`config.mk`:
```
export PLATFORM = sky130hd
export DESIGN_NAME = sec_rtc_top
export DESIGN_NICKNAME = d
export VERILOG_FILES = /design/src/rtl/rtc_pkg.sv /design/src/rtl/rtc_tick_src.sv /design/src/rtl/rtc_elapsed.sv /design/src/rtl/rtc_regs.sv /design/src/rtl/sec_rtc_top.sv
export SDC_FILE = /design/constraint.sdc
export NUM_CORES = 1
export LEC_CHECK = 0
export ABC_AREA = 0
export BUFFER_PORTS_ARGS = -buffer_cell sky130_fd_sc_hd__clkbuf_2
export CAP_MARGIN = 0
export CORE_UTILIZATION = 35
export DETAILED_ROUTE_END_ITERATION = 12
export GPL_TIMING_DRIVEN = 0
export SLEW_MARGIN = 10
export SYNTH_ARGS = -nofsm -noshare
export SYNTH_HDL_FRONTEND = slang
export SYNTH_SLANG_ARGS = --single-unit
```
`constraint.sdc`:
```
create_clock -name clk_i -period 6 [get_ports clk_i]
set_clock_uncertainty 0.15 [all_clocks]
set_input_delay 0.6 -clock clk_i [delete_from_list [all_inputs] [get_ports clk_i]]
set_output_delay 0.6 -clock clk_i [all_outputs]
set_load 0.03 [all_outputs]
```
`src/rtl/rtc_pkg.sv`:
```
package rtc_pkg;
   localparam int unsigned WIN_AW = 12;
   localparam int unsigned DW     = 32;
   localparam int unsigned IDX_W  = WIN_AW - 2;

   localparam logic [IDX_W-1:0] W_TIME   = 10'h000;
   localparam logic [IDX_W-1:0] W_MATCH  = 10'h001;
   localparam logic [IDX_W-1:0] W_OFFS   = 10'h002;
   localparam logic [IDX_W-1:0] W_CTRL   = 10'h003;
   localparam logic [IDX_W-1:0] W_MASK   = 10'h004;
   localparam logic [IDX_W-1:0] W_RAW    = 10'h005;
   localparam logic [IDX_W-1:0] W_MSTAT  = 10'h006;
   localparam logic [IDX_W-1:0] W_CLR    = 10'h007;
   localparam logic [6:0]       ID_HI    = 7'h7F;

   typedef struct packed {
      logic [DW-1:0] match;
      logic [DW-1:0] offs;
      logic          run;
      logic          mask;
   } rtc_cfg_t;

   function automatic logic [7:0] ident_byte(input logic [2:0] k);
      case (k)
         3'd0:    return 8'h31;
         3'd1:    return 8'h10;
         3'd2:    return 8'h04;
         3'd3:    return 8'h00;
         3'd4:    return 8'h0D;
         3'd5:    return 8'hF0;
         3'd6:    return 8'h05;
         default: return 8'hB1;
      endcase
   endfunction
endpackage

```
`src/rtl/rtc_tick_src.sv`:
```
module rtc_tick_src #(
   parameter int unsigned SEC_DIV = 1
) (
   input  logic clk_i,
   input  logic rst_ni,
   input  logic run_i,
   input  logic strobe_i,
   output logic sec_o
);
   initial begin : p_param
      assert (SEC_DIV >= 1) else $error("SEC_DIV must be at least 1");
   end

   generate
      if (SEC_DIV == 1) begin : g_direct
         assign sec_o = run_i & strobe_i;
      end else begin : g_divide
         localparam int unsigned PW = $clog2(SEC_DIV);
         localparam logic [PW-1:0] LAST = PW'(SEC_DIV - 1);
         logic [PW-1:0] phase_q;

         always_ff @(posedge clk_i) begin
            if (!rst_ni || !run_i) begin
               phase_q <= '0;
            end else if (strobe_i) begin
               phase_q <= (phase_q == LAST) ? '0 : phase_q + 1'b1;
            end
         end

         assign sec_o = run_i & strobe_i & (phase_q == LAST);
      end
   endgenerate
endmodule

```
`src/rtl/rtc_elapsed.sv`:
```
module rtc_elapsed
   import rtc_pkg::*;
(
   input  logic          clk_i,
   input  logic          rst_ni,
   input  logic          sec_i,
   input  logic          zero_i,
   input  logic          clr_i,
   input  logic [DW-1:0] offs_i,
   input  logic [DW-1:0] match_i,
   output logic [DW-1:0] elapsed_o,
   output logic          raw_o
);
   logic [DW-1:0] next_cnt;
   logic          step;
   logic          hit;

   assign step     = sec_i & ~zero_i;
   assign next_cnt = elapsed_o + 1'b1;
   assign hit      = step & ((next_cnt + offs_i) == match_i);

   always_ff @(posedge clk_i) begin
      if (!rst_ni) begin
         elapsed_o <= '0;
      end else if (zero_i) begin
         elapsed_o <= '0;
      end else if (step) begin
         elapsed_o <= next_cnt;
      end
   end

   always_ff @(posedge clk_i) begin
      if (!rst_ni) begin
         raw_o <= 1'b0;
      end else if (hit) begin
         raw_o <= 1'b1;
      end else if (clr_i) begin
         raw_o <= 1'b0;
      end
   end
endmodule

```
`src/rtl/rtc_regs.sv`:
```
module rtc_regs
   import rtc_pkg::*;
(
   input  logic              clk_i,
   input  logic              rst_ni,
   input  logic [WIN_AW-1:0] addr_i,
   input  logic              wr_i,
   input  logic              rd_i,
   input  logic [DW-1:0]     wdata_i,
   input  logic              preload_en_i,
   input  logic [DW-1:0]     preload_val_i,
   input  logic [DW-1:0]     elapsed_i,
   input  logic              raw_i,
   output rtc_cfg_t          cfg_o,
   output logic              ctrl_wr_o,
   output logic              clr_o,
   output logic [DW-1:0]     rdata_o
);
   logic [IDX_W-1:0] idx;
   logic             aligned;
   logic             wr_ok;
   logic [DW-1:0]    rd_val;

   assign idx       = addr_i[WIN_AW-1:2];
   assign aligned   = (addr_i[1:0] == 2'b00);
   assign wr_ok     = wr_i & aligned;
   assign ctrl_wr_o = wr_ok & (idx == W_CTRL);
   assign clr_o     = wr_ok & (idx == W_CLR) & wdata_i[0];

   always_ff @(posedge clk_i) begin
      if (!rst_ni) begin
         cfg_o.match <= '0;
         cfg_o.offs  <= preload_en_i ? preload_val_i : '0;
         cfg_o.run   <= 1'b0;
         cfg_o.mask  <= 1'b0;
      end else if (wr_ok) begin
         case (idx)
            W_MATCH: cfg_o.match <= wdata_i;
            W_OFFS:  cfg_o.offs  <= wdata_i;
            W_CTRL:  cfg_o.run   <= wdata_i[0];
            W_MASK:  cfg_o.mask  <= wdata_i[0];
            default: ;
         endcase
      end
   end

   always_comb begin
      rd_val = '0;
      if (idx[IDX_W-1:3] == ID_HI) begin
         rd_val = {{(DW-8){1'b0}}, ident_byte(idx[2:0])};
      end else begin
         case (idx)
            W_TIME:  rd_val = elapsed_i + cfg_o.offs;
            W_MATCH: rd_val = cfg_o.match;
            W_OFFS:  rd_val = cfg_o.offs;
            W_CTRL:  rd_val = {{(DW-1){1'b0}}, cfg_o.run};
            W_MASK:  rd_val = {{(DW-1){1'b0}}, cfg_o.mask};
            W_RAW:   rd_val = {{(DW-1){1'b0}}, raw_i};
            W_MSTAT: rd_val = {{(DW-1){1'b0}}, raw_i & ~cfg_o.mask};
            default: rd_val = '0;
         endcase
      end
   end

   always_ff @(posedge clk_i) begin
      if (!rst_ni) begin
         rdata_o <= '0;
      end else begin
         rdata_o <= (rd_i && aligned) ? rd_val : '0;
      end
   end
endmodule

```
`src/rtl/sec_rtc_top.sv`:
```
module sec_rtc_top
   import rtc_pkg::*;
#(
   parameter int unsigned SEC_DIV = 1
) (
   input  logic              clk_i,
   input  logic              rst_ni,
   input  logic              sec_tick_i,
   input  logic [WIN_AW-1:0] bus_addr_i,
   input  logic              bus_wr_i,
   input  logic              bus_rd_i,
   input  logic [DW-1:0]     bus_wdata_i,
   output logic [DW-1:0]     bus_rdata_o,
   input  logic              preload_en_i,
   input  logic [DW-1:0]     preload_val_i,
   output logic              irq_o
);
   rtc_cfg_t      cfg;
   logic          ctrl_wr;
   logic          clr_req;
   logic          sec_pulse;
   logic [DW-1:0] elapsed;
   logic          raw_flag;

   rtc_tick_src #(.SEC_DIV(SEC_DIV)) u_tick (
      .clk_i    (clk_i),
      .rst_ni   (rst_ni),
      .run_i    (cfg.run),
      .strobe_i (sec_tick_i),
      .sec_o    (sec_pulse)
   );

   rtc_elapsed u_cnt (
      .clk_i     (clk_i),
      .rst_ni    (rst_ni),
      .sec_i     (sec_pulse),
      .zero_i    (ctrl_wr),
      .clr_i     (clr_req),
      .offs_i    (cfg.offs),
      .match_i   (cfg.match),
      .elapsed_o (elapsed),
      .raw_o     (raw_flag)
   );

   rtc_regs u_regs (
      .clk_i         (clk_i),
      .rst_ni        (rst_ni),
      .addr_i        (bus_addr_i),
      .wr_i          (bus_wr_i),
      .rd_i          (bus_rd_i),
      .wdata_i       (bus_wdata_i),
      .preload_en_i  (preload_en_i),
      .preload_val_i (preload_val_i),
      .elapsed_i     (elapsed),
      .raw_i         (raw_flag),
      .cfg_o         (cfg),
      .ctrl_wr_o     (ctrl_wr),
      .clr_o         (clr_req),
      .rdata_o       (bus_rdata_o)
   );

   assign irq_o = raw_flag & ~cfg.mask;
endmodule

```
==> flow_summary.ini, run 1 <==
[status]
outcome = finished, final reports clean

[synth]
syn_nets = 1337
synth_compound_area_share_pct = 25.38
synth.area.top_cells = dfxtp_1, edfxtp_1, ha_1
yosys.cell_count.top_type = nand2_1
synthMuxAreaShare_pct = 1.310
synth_edf_count = 32
synth_area_um2 = 9932
netlist_instances = 1189
ys.flop_type = dfxtp_1
yosys.area_share.simple_pct = 21.92
yosysWarningCount = 0
synth_top_cell_by_area = dfxtp_1
synthAdderAreaFrac_pct = 8.466
postSynth.asyncResetShare_pct = 0
ys_seq_area_share_pct = 29.63
synth_xor_area_share_pct = 10.41
synth_common_cells = nand2_1, nor2_1, dfxtp_1
avgSynthCellArea_um2 = 8.353
synth_cell_type_count = 92
synth_top_family_by_area = compound AO/OA/AOI/OAI gates
ys_seq_elements = 131
synth_top_area_share_pct = 19.95

[floorplanning]
die_w_um = 170.5
die_y_um = 170.5
dieArea_um2 = 29050
io_pins = 115
fp.coreArea_um2 = 27860
num_rows = 61
initial_core_util_pct = 35.65

[routing]
drcViolationCount = 0
via_per_inst = 5.607
first_pass_iters = 7
wirelength_um = 33440
vias = 9611
final_antenna_net_count = 0
wire_per_inst_um = 19.51
drt_iter0_drc = 749

[pwr]
switching_share_pct = 27.80
leakage_uw = 0.004684
ir_worst_vdd_uv = 129.3
clockPowerShare_pct = 46.2
pwr-share-seq_pct = 41.3
switching_power_uw = 642.6
p_int_uw = 1669
pwr-share-comb_pct = 12.5
powerDensity_nw_per_um2 = 198.9

[global_route]
grt_max_degree = 33
grt_pass1_wl_um = 50180
grt.total_usage_pct = 22.89
antenna_found_initial = 0
grt_overflow = 0
grt_pass1_vias = 8826

[cts]
cts_tree = yes
hold_buffers = 0
cts.sinks = 131
cts_root_buf = clkbuf_16
cts_buffer_depth = 2
numCtsBuffers = 17
htreeDepth = 4
clk_latency_ps = 420
path_clk_slew_ps = 60

[worst_setup_path]
cp_data_required_time_ps = 6180
critical_path_class = reg2reg
worstSetupStartpointType = register
worstPathMaxFanout = 8
cp-end-kind = register
reg2reg_setup_slack_ps = 210
critPathArrivalTime_ps = 5970

[min_path]
hp-class = in2reg

[finish]
drive_above_1_share_pct = 14.22
area_growth_pct = 16.99
fin_nets = 1471
diodes = 0
finish.utilization_pct = 41.71

[placed_design]
place_hpwl_um = 27270
port_buffers = 112
place_congestion = 0.9307

[sta]
setup_tns_ps = 0
fin_crit_sh_pct = 96.49
slew_headroom_pct = 26.94
max_freq_mhz = 172.7
setup_viol = 0
hold-worst-slack_ps = 268.4
hold_viol_final = 0
period_minus_slack_ps = 5790
worstMarginPinSlew_ps = 1092
grt_setup_unrepaired = false
report.final.slew_viol_count = 0

[job]
maxCapViolCount = 0
## state kept, by name (all words and copies together), names as in the netlist
register         cells
u_cnt.elapsed_o     32
u_regs.cfg_o        66
u_regs.rdata_o      32
u_cnt.raw_o          1
## per-stage QoR
stage | setup WS (ps) | power, uW | area (um2) | instances
after global routing | 4.692 | 2386 | 11620 | 1714
final | 210.4 | 2311 | 11620 | 1714
after CTS | 26.19 | 2319 | 11560 | 1711
after floorplan | 1318 | 1149 | 9932 | 1189
after global placement | 64.66 | 1253 | 10970 | 1679
after detailed placement | 77.00 | 1253 | 10970 | 1679
## repair_timing
action                                  CTS  global route
resized for setup                         0             6
buffers inserted                          0             3
endpoints found under the setup margin    0             1
## worst max-delay path, cell delays in order (launching register included)
cell       delay, ps
dfxtp_1          480
and3_4           290
and2_1           180
nand4_1          230
nor2_1           190
nand2_1          130
nor3_2           320
nand4_1          280
xnor2_1          210
ha_1             390
xnor2_2          270
mux2_4           350
a2111oi_4        300
nand4b_1         150
nor4b_2          370
nand4_1          160
a2111oi_2        360
nand4_1          140
or4_1            500
o21ai_1          240
## area by class of cell
type                    instances  area [um2]
inverters                      16       60.06
fillers                      2867       16240
clock inverters                14       166.4
flip-flops and latches        131        2943
plain buffers                  53       226.5
repair buffers                115       583.1
well taps                     378       473.0
clock buffers                  18       429.2
multi-input cells             989        6739
## power by group through the flow
stage	Sequential, uW	Combinational [uW]	Clock [uW]
after floorplan	955	194	0
after global placement	972	281	0
after detailed placement	972	281	0
after CTS	952	284	1080
after global routing	955	313	1120
final	955	288	1070
## cells in the final DEF (no fill, tap or decap), types with 27 or more instances in the layout
master,count
nand2_1,144
clkbuf_2,113
nor2_1,106
dfxtp_1,99
a21oi_1,73
xnor2_1,64
ha_1,64
o21ai_0,56
xor2_1,53
clkbuf_1,48
a22o_1,34
nand3_1,32
a21boi_0,32
edfxtp_1,32
nand4_1,27
## layer usage
layer / vias up / part of all wire, % / global-route usage [%]
li1: 4685 / - / -
met1: 4530 / 47 / 32.38
met2: 347 / 44 / 35.26
met3: 49 / 6.6 / 3.372
met4: 0 / 2.5 / 7.834
met5: - / 0 / 0
## cells by family (layout without fill, tap and decap cells)
kind of cell | count (synthesis) | count (layout)
xor gates and xnor gates | 118 | 118
DFF | 131 | 131
AOI/OAI and AO/OA | 352 | 352
buffers and inverters | 69 | 216
muxes | 11 | 11
adders and majority gates | 66 | 66
and+or+nand+nor | 442 | 442
## path summary, 6_finish.rpt
kind                      end               start  cells past startpoint
min          u_regs.cfg_o[43]      bus_wdata_i[9]                      3
min reg2reg  u_regs.cfg_o[35]    u_regs.cfg_o[35]                      2
max               u_cnt.raw_o  u_cnt.elapsed_o[6]                     19
max reg2reg       u_cnt.raw_o  u_cnt.elapsed_o[6]                     19
Power figures use the tool's default switching activity.
==> run 2: changes to the inputs <==
--- a/config.mk
+++ b/config.mk
@@ -10,7 +10,6 @@
 export CAP_MARGIN = 0
 export CORE_UTILIZATION = 35
 export DETAILED_ROUTE_END_ITERATION = 12
-export GPL_TIMING_DRIVEN = 0
 export SLEW_MARGIN = 10
 export SYNTH_ARGS = -nofsm -noshare
 export SYNTH_HDL_FRONTEND = slang
==> flow_summary.ini, run 2 (same netlist as run 1, synthesis figures left out) <==
[routing]
via_per_inst = 5.680
final_antenna_net_count = 0
drcViolationCount = 0
drt_iter0_drc = 1221
vias = 9485
first_pass_iters = 6
wire_per_inst_um = 19.19
wirelength_um = 32050

[worst_setup_path]
cp-end-kind = register
critical_path_class = reg2reg
worstSetupStartpointType = register
critPathArrivalTime_ps = 5740
worstPathMaxFanout = 8
r2r_cells = 19
cp_data_required_time_ps = 6200

[floorplanning]
initial_core_util_pct = 35.65
fp.coreArea_um2 = 27860
die_w_um = 170.5
die_y_um = 170.5
dieArea_um2 = 29050
io_pins = 115
num_rows = 61

[cts]
cts_buffer_depth = 2
htreeDepth = 4
cts_resized = 0
cts_root_buf = clkbuf_16
hold_buffers = 0
cts.sinks = 131
path_clk_slew_ps = 70
cts_tree = yes
cts_setup_buffers = 0
numCtsBuffers = 17
clk_latency_ps = 430

[pwr]
pwr-share-comb_pct = 12.3
ir_worst_vdd_uv = 188.3
powerDensity_nw_per_um2 = 200.4
clockPowerShare_pct = 46.0
leakage_uw = 0.004628
p_int_uw = 1633
switching_share_pct = 28.66
switching_power_uw = 656.0
pwr-share-seq_pct = 41.7

[finish]
drive_above_1_share_pct = 14.94
mostFrequentLayoutCells = nand2_1, clkbuf_2, nor2_1
finish.utilization_pct = 41.00
largest_reg_flops = 66
final_common_cell = nand2_1
diodes = 0
area_growth_pct = 15.00
fin_nets = 1427
largestRegisters = u_regs.cfg_o: 66 flops, u_cnt.elapsed_o: 32 flops, u_regs.rdata_o: 32 flops
regMostFlops = u_regs.cfg_o

[global_route]
grt_pass1_wl_um = 49720
grt.total_usage_pct = 22.32
antenna_found_initial = 0
grt_max_degree = 42
grt_pass1_vias = 8724
grt_overflow = 0

[sta]
report.final.slew_viol_count = 0
max_freq_mhz = 180.5
hold_viol_final = 0
period_minus_slack_ps = 5541
setup_viol = 0
fin_crit_sh_pct = 92.35
slew_headroom_pct = 20.97
setup_tns_ps = 0
grt_setup_unrepaired = false
worstMarginPinSlew_ps = 1185

[min_path]
hp-class = in2reg
hold_depth = 3

[placed_design]
place_hpwl_um = 25420
port_buffers = 114
place_congestion = 0.9395

[status]
outcome = finished, final reports clean

[job]
maxCapViolCount = 0
==> run 2: cell types whose count changed in the layout (fill, tap and decap cells not counted), moves of 3 or more <==
cell      change
buf_4         +6
inv_8         +4
clkbuf_1     -48
inv_6         -4
clkinv_4      +3
==> run 2: worst max-delay path, stage by stage (launching register included) <==
cell       delay, ps
dfxtp_1          480
and3_4           280
and2_1           180
nand4_1          190
nor2_1           180
nand2_1          110
nor3_1           400
nand4_1          300
xnor2_1          210
ha_1             380
xnor2_1          370
mux2_4           350
a2111oi_4        270
nand4b_1         140
nor4b_2          330
nand4_1          160
a2111oi_2        290
nand4_1          130
or4_1            430
o21ai_1          130
==> run 2: path summary, 6_finish.rpt <==
kind	from	slack (ps)	to
min	bus_wdata_i[24]	270	u_regs.cfg_o[58]
max reg2reg	u_cnt.elapsed_o[6]	460	u_cnt.raw_o
min reg2reg	u_regs.cfg_o[34]	350	u_regs.cfg_o[34]
max	u_cnt.elapsed_o[6]	460	u_cnt.raw_o
==> run 2: power groups by stage <==
stage | clock (uW) | combinational [uW] | sequential [uW]
floorplan | 0 | 194 | 955
global placement | 0 | 277 | 971
detailed placement | 0 | 277 | 971
CTS | 1060 | 278 | 952
global route | 1100 | 309 | 954
finish | 1050 | 283 | 953
==> run 2: layout make-up <==
cell class / count / area [um2]
Inverter: 16 / 60.06
Clock buffer: 17 / 425.4
Fill cell: 2829 / 16440
Tap cell: 378 / 473.0
Sequential cell: 131 / 2943
Timing Repair Buffer: 124 / 645.6
Multi-Input combinational cell: 989 / 6710
Clock inverter: 15 / 165.2
==> run 2: stage by stage <==
step	setup slack (ps)	std cells	cell area [um2]	power (uW)	hold WS, ps
finish	459.3	1670	11420	2289	269.7
global route	109.4	1670	11420	2360	279.7
CTS	528.0	1670	11420	2292	265.2
detailed placement	546.3	1638	10830	1248	343.7
global placement	749.3	1638	10830	1248	339.6
floorplan	1318	1189	9932	1149	295.0
==> run 2: routing by layer <==
layer | track usage [%] | vias to the layer above | share of wire [%]
met2 | 33.16 | 390 | 42
met3 | 2.605 | 35 | 6.6
li1 | - | 4606 | -
met5 | 0 | - | 0
met1 | 33.26 | 4454 | 49
met4 | 6.894 | 0 | 2.0
